`src/rtl/ptm_pkg.sv`:
```
package ptm_pkg;

  typedef enum logic [1:0] {
    RST_NONE  = 2'd0,
    RST_LEVEL = 2'd1,
    RST_START = 2'd2,
    RST_MATCH = 2'd3
  } rst_mode_e;

  // True when the synchronized condition sits at its active sense
  function automatic logic cond_active(input logic lvl, input logic pol);
    return pol ? lvl : ~lvl;
  endfunction

  // Value the count takes on a counting step
  function automatic logic [15:0] count_step(input logic [15:0] cur,
                                             input logic match,
                                             input logic clr_on_match);
    if (match && clr_on_match) return '0;
    return cur + 16'd1;
  endfunction

endpackage

```
`src/rtl/ptm_ers_cond.sv`:
```
module ptm_ers_cond #(
  parameter int SYNC_STAGES = 2
) (
  input  logic clk,
  input  logic rst,
  input  logic ers_i,
  input  logic pol_i,
  output logic act_o,
  output logic edge_o,
  output logic hold_o
);
  import ptm_pkg::*;

  logic [SYNC_STAGES-1:0] sync_q;
  logic                   prev_q;
  logic                   act_prev;

  generate
    for (genvar g = 0; g < SYNC_STAGES; g++) begin : g_sync
      if (g == 0) begin : g_first
        always_ff @(posedge clk) sync_q[0] <= ers_i;
      end else begin : g_next
        always_ff @(posedge clk) sync_q[g] <= sync_q[g-1];
      end
    end
  endgenerate

  always_ff @(posedge clk) prev_q <= sync_q[SYNC_STAGES-1];

  assign act_o    = cond_active(sync_q[SYNC_STAGES-1], pol_i);
  assign act_prev = cond_active(prev_q, pol_i);
  assign edge_o   = act_o && !act_prev;
  assign hold_o   = act_o && act_prev;

  // leading edge never lasts two cycles
  assert_edge_single_R7: assert property (@(posedge clk) disable iff (rst)
    edge_o |=> !edge_o);

endmodule

```
`src/rtl/ptm_prescaler.sv`:
```
module ptm_prescaler #(
  parameter int PSC_W = 4
) (
  input  logic             clk,
  input  logic             rst,
  input  logic             clr_i,
  input  logic             run_i,
  input  logic [PSC_W-1:0] psc_val,
  output logic             tick_o
);
  logic [PSC_W-1:0] psc_q;

  assign tick_o = run_i && (psc_q == psc_val);

  always_ff @(posedge clk) begin
    if (rst || clr_i)  psc_q <= '0;
    else if (tick_o)   psc_q <= '0;
    else if (run_i)    psc_q <= psc_q + 1'b1;
  end

  // divider stays put while no run request
  assert_idle_hold_R3: assert property (@(posedge clk) disable iff (rst)
    (!run_i && !clr_i) |=> $stable(psc_q));

endmodule

```
`src/rtl/ptm_counter.sv`:
```
module ptm_counter #(
  parameter int CNT_W = 8
) (
  input  logic             clk,
  input  logic             rst,
  input  logic             clr_i,
  input  logic             tick_i,
  input  logic             wrap_en_i,
  input  logic [CNT_W-1:0] period_i,
  output logic [CNT_W-1:0] cnt_o,
  output logic             match_o,
  output logic             to_zero_o
);
  import ptm_pkg::*;

  logic [CNT_W-1:0] cnt_q;
  logic [CNT_W-1:0] cnt_d;
  logic [15:0]      step_val;

  assign match_o  = (cnt_q == period_i);
  assign step_val = count_step(16'(cnt_q), match_o, wrap_en_i);

  always_comb begin
    cnt_d = cnt_q;
    if (clr_i)       cnt_d = '0;
    else if (tick_i) cnt_d = step_val[CNT_W-1:0];
  end

  always_ff @(posedge clk) begin
    if (rst) cnt_q <= '0;
    else     cnt_q <= cnt_d;
  end

  assign cnt_o     = cnt_q;
  assign to_zero_o = (cnt_q != '0) && (cnt_d == '0) && !rst;

  // count moves only on a step or a clear
  assert_count_stable_R3: assert property (@(posedge clk) disable iff (rst)
    (!tick_i && !clr_i) |=> $stable(cnt_q));
  // free wrap mode increments modulo full range
  assert_free_wrap_R1: assert property (@(posedge clk) disable iff (rst)
    (tick_i && !clr_i && !wrap_en_i) |=> cnt_q == CNT_W'($past(cnt_q) + 1'b1));
  // step at match with clearing enabled lands on zero
  assert_match_clear_R2: assert property (@(posedge clk) disable iff (rst)
    (tick_i && match_o && wrap_en_i) |=> cnt_q == '0);

endmodule

```
`src/rtl/period_timer.sv`:
```
module period_timer #(
  parameter int CNT_W       = 8,
  parameter int PSC_W       = 4,
  parameter int SYNC_STAGES = 2
) (
  input  logic             clk,
  input  logic             rst,
  input  logic             run_req,
  input  logic             ers_i,
  input  logic             ers_pol,
  input  logic [PSC_W-1:0] psc_val,
  input  logic [CNT_W-1:0] period,
  input  logic [1:0]       rst_mode,
  input  logic             zif_clr,
  output logic [CNT_W-1:0] count_o,
  output logic             run_o,
  output logic             zif_o,
  output logic             match_pulse_o
);
  import ptm_pkg::*;

  rst_mode_e mode;
  logic cond_act, cond_edge, cond_hold;
  logic lvl_active, lvl_hold;
  logic run_q, start_evt, start_rst, rst_evt;
  logic tick, match, to_zero;
  logic zif_q;

  assign mode = rst_mode_e'(rst_mode);

  ptm_ers_cond #(.SYNC_STAGES(SYNC_STAGES)) u_cond (
    .clk(clk), .rst(rst), .ers_i(ers_i), .pol_i(ers_pol),
    .act_o(cond_act), .edge_o(cond_edge), .hold_o(cond_hold)
  );

  // Level reset: held at zero, run forced low
  assign lvl_active = (mode == RST_LEVEL) && cond_act;
  assign lvl_hold   = (mode == RST_LEVEL) && cond_hold;
  assign run_o      = run_req && !lvl_active && !rst;

  always_ff @(posedge clk) begin
    if (rst) run_q <= 1'b0;
    else     run_q <= run_o;
  end

  assign start_evt = run_o && !run_q;
  assign start_rst = (mode == RST_START) && (start_evt || cond_edge);
  assign rst_evt   = lvl_active || start_rst;

  ptm_prescaler #(.PSC_W(PSC_W)) u_psc (
    .clk(clk), .rst(rst), .clr_i(rst_evt), .run_i(run_req),
    .psc_val(psc_val), .tick_o(tick)
  );

  ptm_counter #(.CNT_W(CNT_W)) u_cnt (
    .clk(clk), .rst(rst), .clr_i(rst_evt), .tick_i(tick),
    .wrap_en_i(mode != RST_NONE), .period_i(period),
    .cnt_o(count_o), .match_o(match), .to_zero_o(to_zero)
  );

  // Pulse survives a reset that coincides with the step; a held level blocks it
  assign match_pulse_o = tick && match && !lvl_hold && !rst;

  always_ff @(posedge clk) begin
    if (rst)          zif_q <= 1'b0;
    else if (to_zero) zif_q <= 1'b1;
    else if (zif_clr) zif_q <= 1'b0;
  end
  assign zif_o = zif_q;

  // active level forces zero on the next edge
  assert_level_hold_R4: assert property (@(posedge clk) disable iff (rst)
    lvl_active |=> count_o == '0);
  // pulse only while count equals period
  assert_pulse_at_match_R2: assert property (@(posedge clk) disable iff (rst)
    match_pulse_o |-> count_o == period);
  // start event clears the counter
  assert_start_clear_R6: assert property (@(posedge clk) disable iff (rst)
    (mode == RST_START && start_evt) |=> count_o == '0);
  // reset in the match window without a step clears the count
  assert_window_clear_R9: assert property (@(posedge clk) disable iff (rst)
    (rst_evt && match && !tick) |=> count_o == '0);
  // flag is sticky without a clear
  assert_zif_sticky_R8: assert property (@(posedge clk) disable iff (rst)
    (zif_o && !zif_clr) |=> zif_o);
  // an already-zero count cannot raise the flag
  assert_zif_from_zero_R8: assert property (@(posedge clk) disable iff (rst)
    (count_o == '0 && !zif_o) |=> !zif_o);

endmodule

```
`config.mk`:
```
export PLATFORM = sky130hd
export DESIGN_NAME = period_timer
export DESIGN_NICKNAME = d
export VERILOG_FILES = /design/src/rtl/ptm_pkg.sv /design/src/rtl/ptm_ers_cond.sv /design/src/rtl/ptm_prescaler.sv /design/src/rtl/ptm_counter.sv /design/src/rtl/period_timer.sv
export SDC_FILE = /design/constraint.sdc
export NUM_CORES = 1
export LEC_CHECK = 0
export BUFFER_PORTS_ARGS = -buffer_cell sky130_fd_sc_hd__buf_4
export CAP_MARGIN = 10
export CORE_UTILIZATION = 45
export DETAILED_ROUTE_END_ITERATION = 8
export GPL_TIMING_DRIVEN = 0
export PLACE_DENSITY = 0.74
export SLEW_MARGIN = 20
export SYNTH_ARGS = -nofsm -noshare
export SYNTH_HDL_FRONTEND = slang
export SYNTH_SLANG_ARGS = --single-unit
```
`constraint.sdc`:
```
create_clock -name clk -period 1.73 [get_ports clk]
set_clock_uncertainty 0.2 [all_clocks]
set_input_delay 0.173 -clock clk [delete_from_list [all_inputs] [get_ports clk]]
set_output_delay 0.173 -clock clk [all_outputs]
set_load 0.005 [all_outputs]
```
Yosys cells after proc, flatten, opt, wreduce, memory -nomap -nowiden
Index checks and enable logic that the tools add are counted.
Widths: inputs -> output; s select.
Storage, ports and cells
  register bits after elaboration: 17
  input port bits: 20
Cells by class
  add/sub/neg operators: 2
  equal/unequal tests: 4
  muxes and demuxes: 9
  bitwise operators: 2
  reductions and logical operators: 28
Operators with widths (count)
  $mux 8: 4
  $logic_and 1x1->1: 15
  $add 8x1->8 const B: 1
  $eq 8x8->1: 1
  $logic_not 8->1: 1
  $reduce_bool 8->1: 1
  $logic_not 1->1: 5
  $mux 1: 5
  $add 4x1->4 const B: 1
  $eq 4x4->1: 1
  $reduce_bool 2->1: 2
  $logic_or 1x1->1: 3
  $eq 2x1->1 const B: 1
  $eq 2x2->1 const B: 1
  $not 1->1: 2
  $reduce_or 2->1: 1

Longest topological paths before layout
  depth in word-level cells: 15
  mapped depth: 7
  gate-level depth less buffers: 7

Modules after synthesis
A second synthesis with hierarchy kept.
Second synthesis, totals
  cells, all modules: 127
  area total of the unflattened synthesis: 1143.6 µm²
Modules (own cells, without submodules)
  ptm_counter: instances 1, cells an instance 75, area each 643.1 µm²
  ptm_prescaler: instances 1, cells an instance 26, area each 266.5 µm²
  period_timer: instances 1, cells an instance 16, area each 133.9 µm²
  ptm_ers_cond: instances 1, cells an instance 10, area each 100.1 µm²

Worst setup path before layout
No wires, ideal clock.
  kind: register to register
  from: register u_cnt.cnt_q[0] (netlist: u_cnt.cnt_o[0])
  to: register zif_q (netlist: zif_o)
  data arrival time: 1.484 ns
  data required time: 1.407 ns
  slack: -0.077 ns
  cell stages (with the launch flop): 8
  path buffers: 0
  period minus slack after synthesis: 1.807 ns
  cells stage by stage: dfxtp_1 ha_1 and3_1 nand3_1 mux2i_1 o2bb2ai_1 a311oi_1 nor3_1
On the way
  word-level cells in the longest chain between the ends: 10
Ends and longest elaborated chain
  start: declaration: line ptm_counter.sv:16  | logic [CNT_W-1:0] cnt_q;
  start signal: assignment: line ptm_counter.sv:31  | else cnt_q <= cnt_d;
  branches (longest 7 deep; another with $add 8x1->8)
  $logic_and 1x1->1 (*) (2 in a row): line ptm_counter.sv:35  | assign to_zero_o = (cnt_q != '0) && (cnt_d == '0) && !rst;
  $mux 1 / $reduce_bool 2->1 (equally long branches)
  end signal: assignment: line period_timer.sv:65  | if (rst) zif_q <= 1'b0;
  end signal: assignment: line period_timer.sv:66  | else if (to_zero) zif_q <= 1'b1;
  end signal: assignment: line period_timer.sv:67  | else if (zif_clr) zif_q <= 1'b0;
  end: declaration: line period_timer.sv:27  | logic zif_q;
Mark *: on every way between the ends.
A chain may end at the register's enable or synchronous reset.

Worst setup path in the final report
  from: register u_cnt.cnt_q[4] (netlist: u_cnt.cnt_o[4])
  to: output port match_pulse_o
On the way
  word-level cells in the longest chain between the ends: 4
Ends and longest elaborated chain
  $eq 8x8->1: line ptm_counter.sv:20  | assign match_o = (cnt_q == period_i);
  $logic_and 1x1->1 (3 in a row): line period_timer.sv:62  | assign match_pulse_o = tick && match && !lvl_hold && !rst;
  end: declaration: line period_timer.sv:18  | output logic match_pulse_o
No other way between the ends.

==> impl_metrics.py <==
metrics = {
    "yosys": {
        "synthAdderAreaFrac": 0.03513,
        "synth.area.mux_share": 0.02810,
        "syn_nets": 152,
        "synth_area_mm2": 0.001069,
        "synthXorXnorAreaFrac": 0.1967,
        "ys_ff_latch": 17,
        "yosys_warnings": 0,
        "synth_compound_area_frac": 0.1042,
        "synth_cell_types": 37,
        "syn_inst": 129,
        "ys_seq_area_frac": 0.3185,
        "synth_top_family_by_area": "simple AND/OR/NAND/NOR gates",
        "synthSimpleGateAreaFrac": 0.2799,
        "syn_area_per_cell_um2": 8.283,
    },
    "clock_network": {
        "htree_levels": 1,
        "cts_root_buf": "clkbuf_4",
        "cts.sinks": 17,
        "numCtsBuffers": 3,
        "cts_tree": "done",
        "clkTransAtPathRegs_ps": 100,
        "cts_max_path_buffers": 2,
        "insertion_delay_ps": 280,
    },
    "setup_path": {
        "critPathMaxFanout": 2,
        "path_depth": 5,
        "path_cells": "xor2_1, nor4_1, nand2_1, nor4_4, buf_4",
        "cp-end-kind": "output port",
        "worst_path_max_delay_cell": "nor4_1",
        "required_ps": 1360,
        "worstSetupPathType": "flip-flop to output port",
        "startpoint_type": "flip-flop",
        "crit_buf_inv": 1,
        "path_delay_family": "simple AND/OR/NAND/NOR gates",
        "crit_arrival_ps": 1860,
        "rr_worst_depth": 7,
        "cp_slowest_stage_delay_ps": 400,
    },
    "floorplan": {
        "ios": 31,
        "dieArea_mm2": 0.002574,
        "initial_core_util": 0.4784,
        "die_x_um": 50.73,
        "rows": 17,
        "core_area_mm2": 0.002233,
        "dieHeight_um": 50.73,
    },
    "sta": {
        "slew_violations": 0,
        "finalHoldViolCount": 0,
        "fmax_ghz": 0.4468,
        "max-slew-margin-rel": 0.7249,
        "setup_ws_ps": -507.9,
        "tns_ps": -3852,
        "setup_viol": 10,
        "finalCriticalPeriod_ps": 2238,
        "worst_pin_slew_ps": 408.8,
        "timing.final.crit_share": 1.294,
        "grt_setup_unrepaired": "yes",
    },
    "pwr": {
        "p_switching_mw": 0.2074,
        "ir_worst_vdd_v": 0.0005423,
        "p_sw_frac": 0.2641,
        "cellLeakagePower_nw": 0.6872,
        "seqPwrFrac": 0.519,
        "p_comb_frac": 0.215,
        "p_int_mw": 0.5780,
        "p_total_mw": 0.7854,
        "p_per_area_mw_per_mm2": 481.8,
        "clockPowerShare": 0.266,
    },
    "place": {
        "hpwl_um": 1879,
        "place_area_mm2": 0.001333,
        "portBuffers": 29,
        "dp_worst_setup_slack_ps": -273.7,
        "gp_congestion": 0.8168,
    },
    "hold_path": {
        "hold_depth": 2,
        "hold_path_class": "input port to flip-flop",
    },
    "drt": {
        "drt_first_pass_iters": 4,
        "dr_wl_met3_um": 71,
        "via_per_inst": 5.267,
        "wl_met2_um": 1483,
        "num_vias": 1064,
        "drtAntennaViolNets": 0,
        "drtIter0Drc": 12,
        "wl_per_cell_um": 13.92,
        "met1Wirelength_um": 1203,
        "dr.max_layer_used": "met4",
        "wl_um": 2811,
        "drc": 0,
    },
    "global_route": {
        "grt_pass1_wl_um": 4333,
        "grt_start_max_net_pins": 12,
        "grtUsageTotal": 0.2260,
        "antenna_found_initial": 0,
        "grt-ovfl-total": 0,
        "grt_pass1_vias": 1019,
    },
    "cells_and_area": {
        "drive_gt1_frac": 0.4828,
        "layout.nets": 198,
        "fin_area_mm2": 0.001630,
        "n_antenna_cell": 0,
        "final_common_cell": "buf_4",
        "final_cell_mix": "39 x buf_4, 14 x xor2_1, 13 x nor2_1, 8 x nand2_1, 7 x xnor2_1",
        "syn_to_final_growth_pct": 52.58,
        "postLayoutCoreUtil": 0.7300,
        "nFillCells": 164,
    },
    "run_status": {
        "outcome": "finished, violations left",
        "violations": "negative setup slack",
    },
    "job": {
        "maxCapViolCount": 0,
    },
}
cells in the mapped netlist (all sizes together):
| cell | instances | area, um2 |
|---|---|---|
| a41o | 1 | 10.01 |
| a311oi | 1 | 8.760 |
| nand4 | 2 | 12.51 |
| mux2i | 3 | 30.03 |
| nor2b | 1 | 6.260 |
| inv | 4 | 15.01 |
| and2 | 1 | 6.260 |
| nor3b | 2 | 15.01 |
| a211oi | 1 | 7.510 |
| a21boi | 1 | 7.510 |
| xor2 | 14 | 122.6 |
| o2bb2ai | 1 | 8.760 |
| nor3 | 4 | 20.02 |
| dfxtp | 17 | 340.3 |
| and3 | 2 | 12.51 |
| o21ai | 3 | 15.01 |
| nor4 | 4 | 25.02 |
| or2 | 3 | 18.77 |
| a21oi | 5 | 25.02 |
| nor2 | 19 | 71.32 |
| o31ai | 1 | 12.51 |
| nand2 | 9 | 33.78 |
| and3b | 1 | 8.760 |
| ha | 3 | 37.54 |
| xnor2 | 10 | 87.58 |
| or4b | 1 | 10.01 |
| a211o | 1 | 8.760 |
| buf | 3 | 21.27 |
| o211ai | 1 | 7.510 |
| clkbuf | 1 | 3.750 |
| nand3 | 4 | 25.02 |
| nand2b | 3 | 21.27 |
| or3 | 2 | 12.51 |
state kept, by name, summed over array words and instances, names as in the netlist:
signal	count
u_cond.prev_q	1
u_cond.sync_q	2
run_q	1
zif_o	1
u_cnt.cnt_o	8
u_psc.psc_q	4
power by group through the flow:
stage / combinational (mW) / sequential (mW) / clock, mW
finish: 0.169 / 0.408 / 0.209
global route: 0.182 / 0.410 / 0.236
CTS: 0.146 / 0.406 / 0.217
detailed placement: 0.122 / 0.420 / 0
global placement: 0.118 / 0.419 / 0
floorplan: 0.0668 / 0.418 / 0
per-layer routing:
metal,global-route usage,vias up
met5,0,-
met4,0.1019,0
met3,0.04545,4
met2,0.3756,22
met1,0.2784,506
li1,-,532
stage by stage:
stage | hold slack (ps) | instances
after floorplan | 0.7174 | 129
after global placement | 77.30 | 186
after detailed placement | 80.17 | 186
after CTS | 54.45 | 199
after global routing | 68.24 | 202
final | 71.09 | 202
worst register-to-register path, stage by stage, from the launching register on:
cell and delay [ps]:
dfxtp_4 360, xor2_1 160, nor4_1 400, nand2_1 230
buf_4 210, nor3_4 180, nand2b_4 220, nor2_1 60
kinds of logic (layout without fill, tap and decap cells):
family,Yosys count,count (layout)
XOR/XNOR,24,24
AO/OA/AOI/OAI,16,16
buffers and inverters,8,53
multiplexers,3,3
flip-flops,17,17
AND/OR/NAND/NOR,58,58
adder cells (fa/ha/maj),3,3
final timing paths:
| kind | end | slack, ps | from |
|---|---|---|---|
| hold / removal | run_q$_SDFF_PP0_ | 70 | run_req |
| setup / recovery | match_pulse_o | -510 | u_cnt.cnt_o[4]$_SDFF_PP0_ |
| setup reg to reg | u_cnt.cnt_o[2]$_SDFF_PP0_ | -400 | u_cnt.cnt_o[4]$_SDFF_PP0_ |
| hold reg to reg | u_cond.sync_q[1]$_DFF_P_ | 130 | u_cond.sync_q[0]$_DFF_P_ |
area by class of cell:
type                       count  area [um2]  area share
multi-input combinational    104       832.0      0.5104
sequential                    17       370.4      0.2272
timing repair buffer          43       335.3      0.2057
clock buffer                   4       26.28     0.01612
buffer                         2       16.27    0.009977
tap                           28       35.03     0.02149
inverter                       4       15.01    0.009210
timing repair:
| action | in CTS | in global routing |
|---|---|---|
| hold buffers | 2 | 0 |
| endpoints found under the hold margin | 2 | 0 |
| setup endpoints to repair | 14 | 15 |
| gates cloned | 0 | 0 |
| gates resized for setup | 27 | 19 |
| setup buffers | 10 | 4 |
| pin swaps | 15 | 10 |
Power figures use the tool's default switching activity.
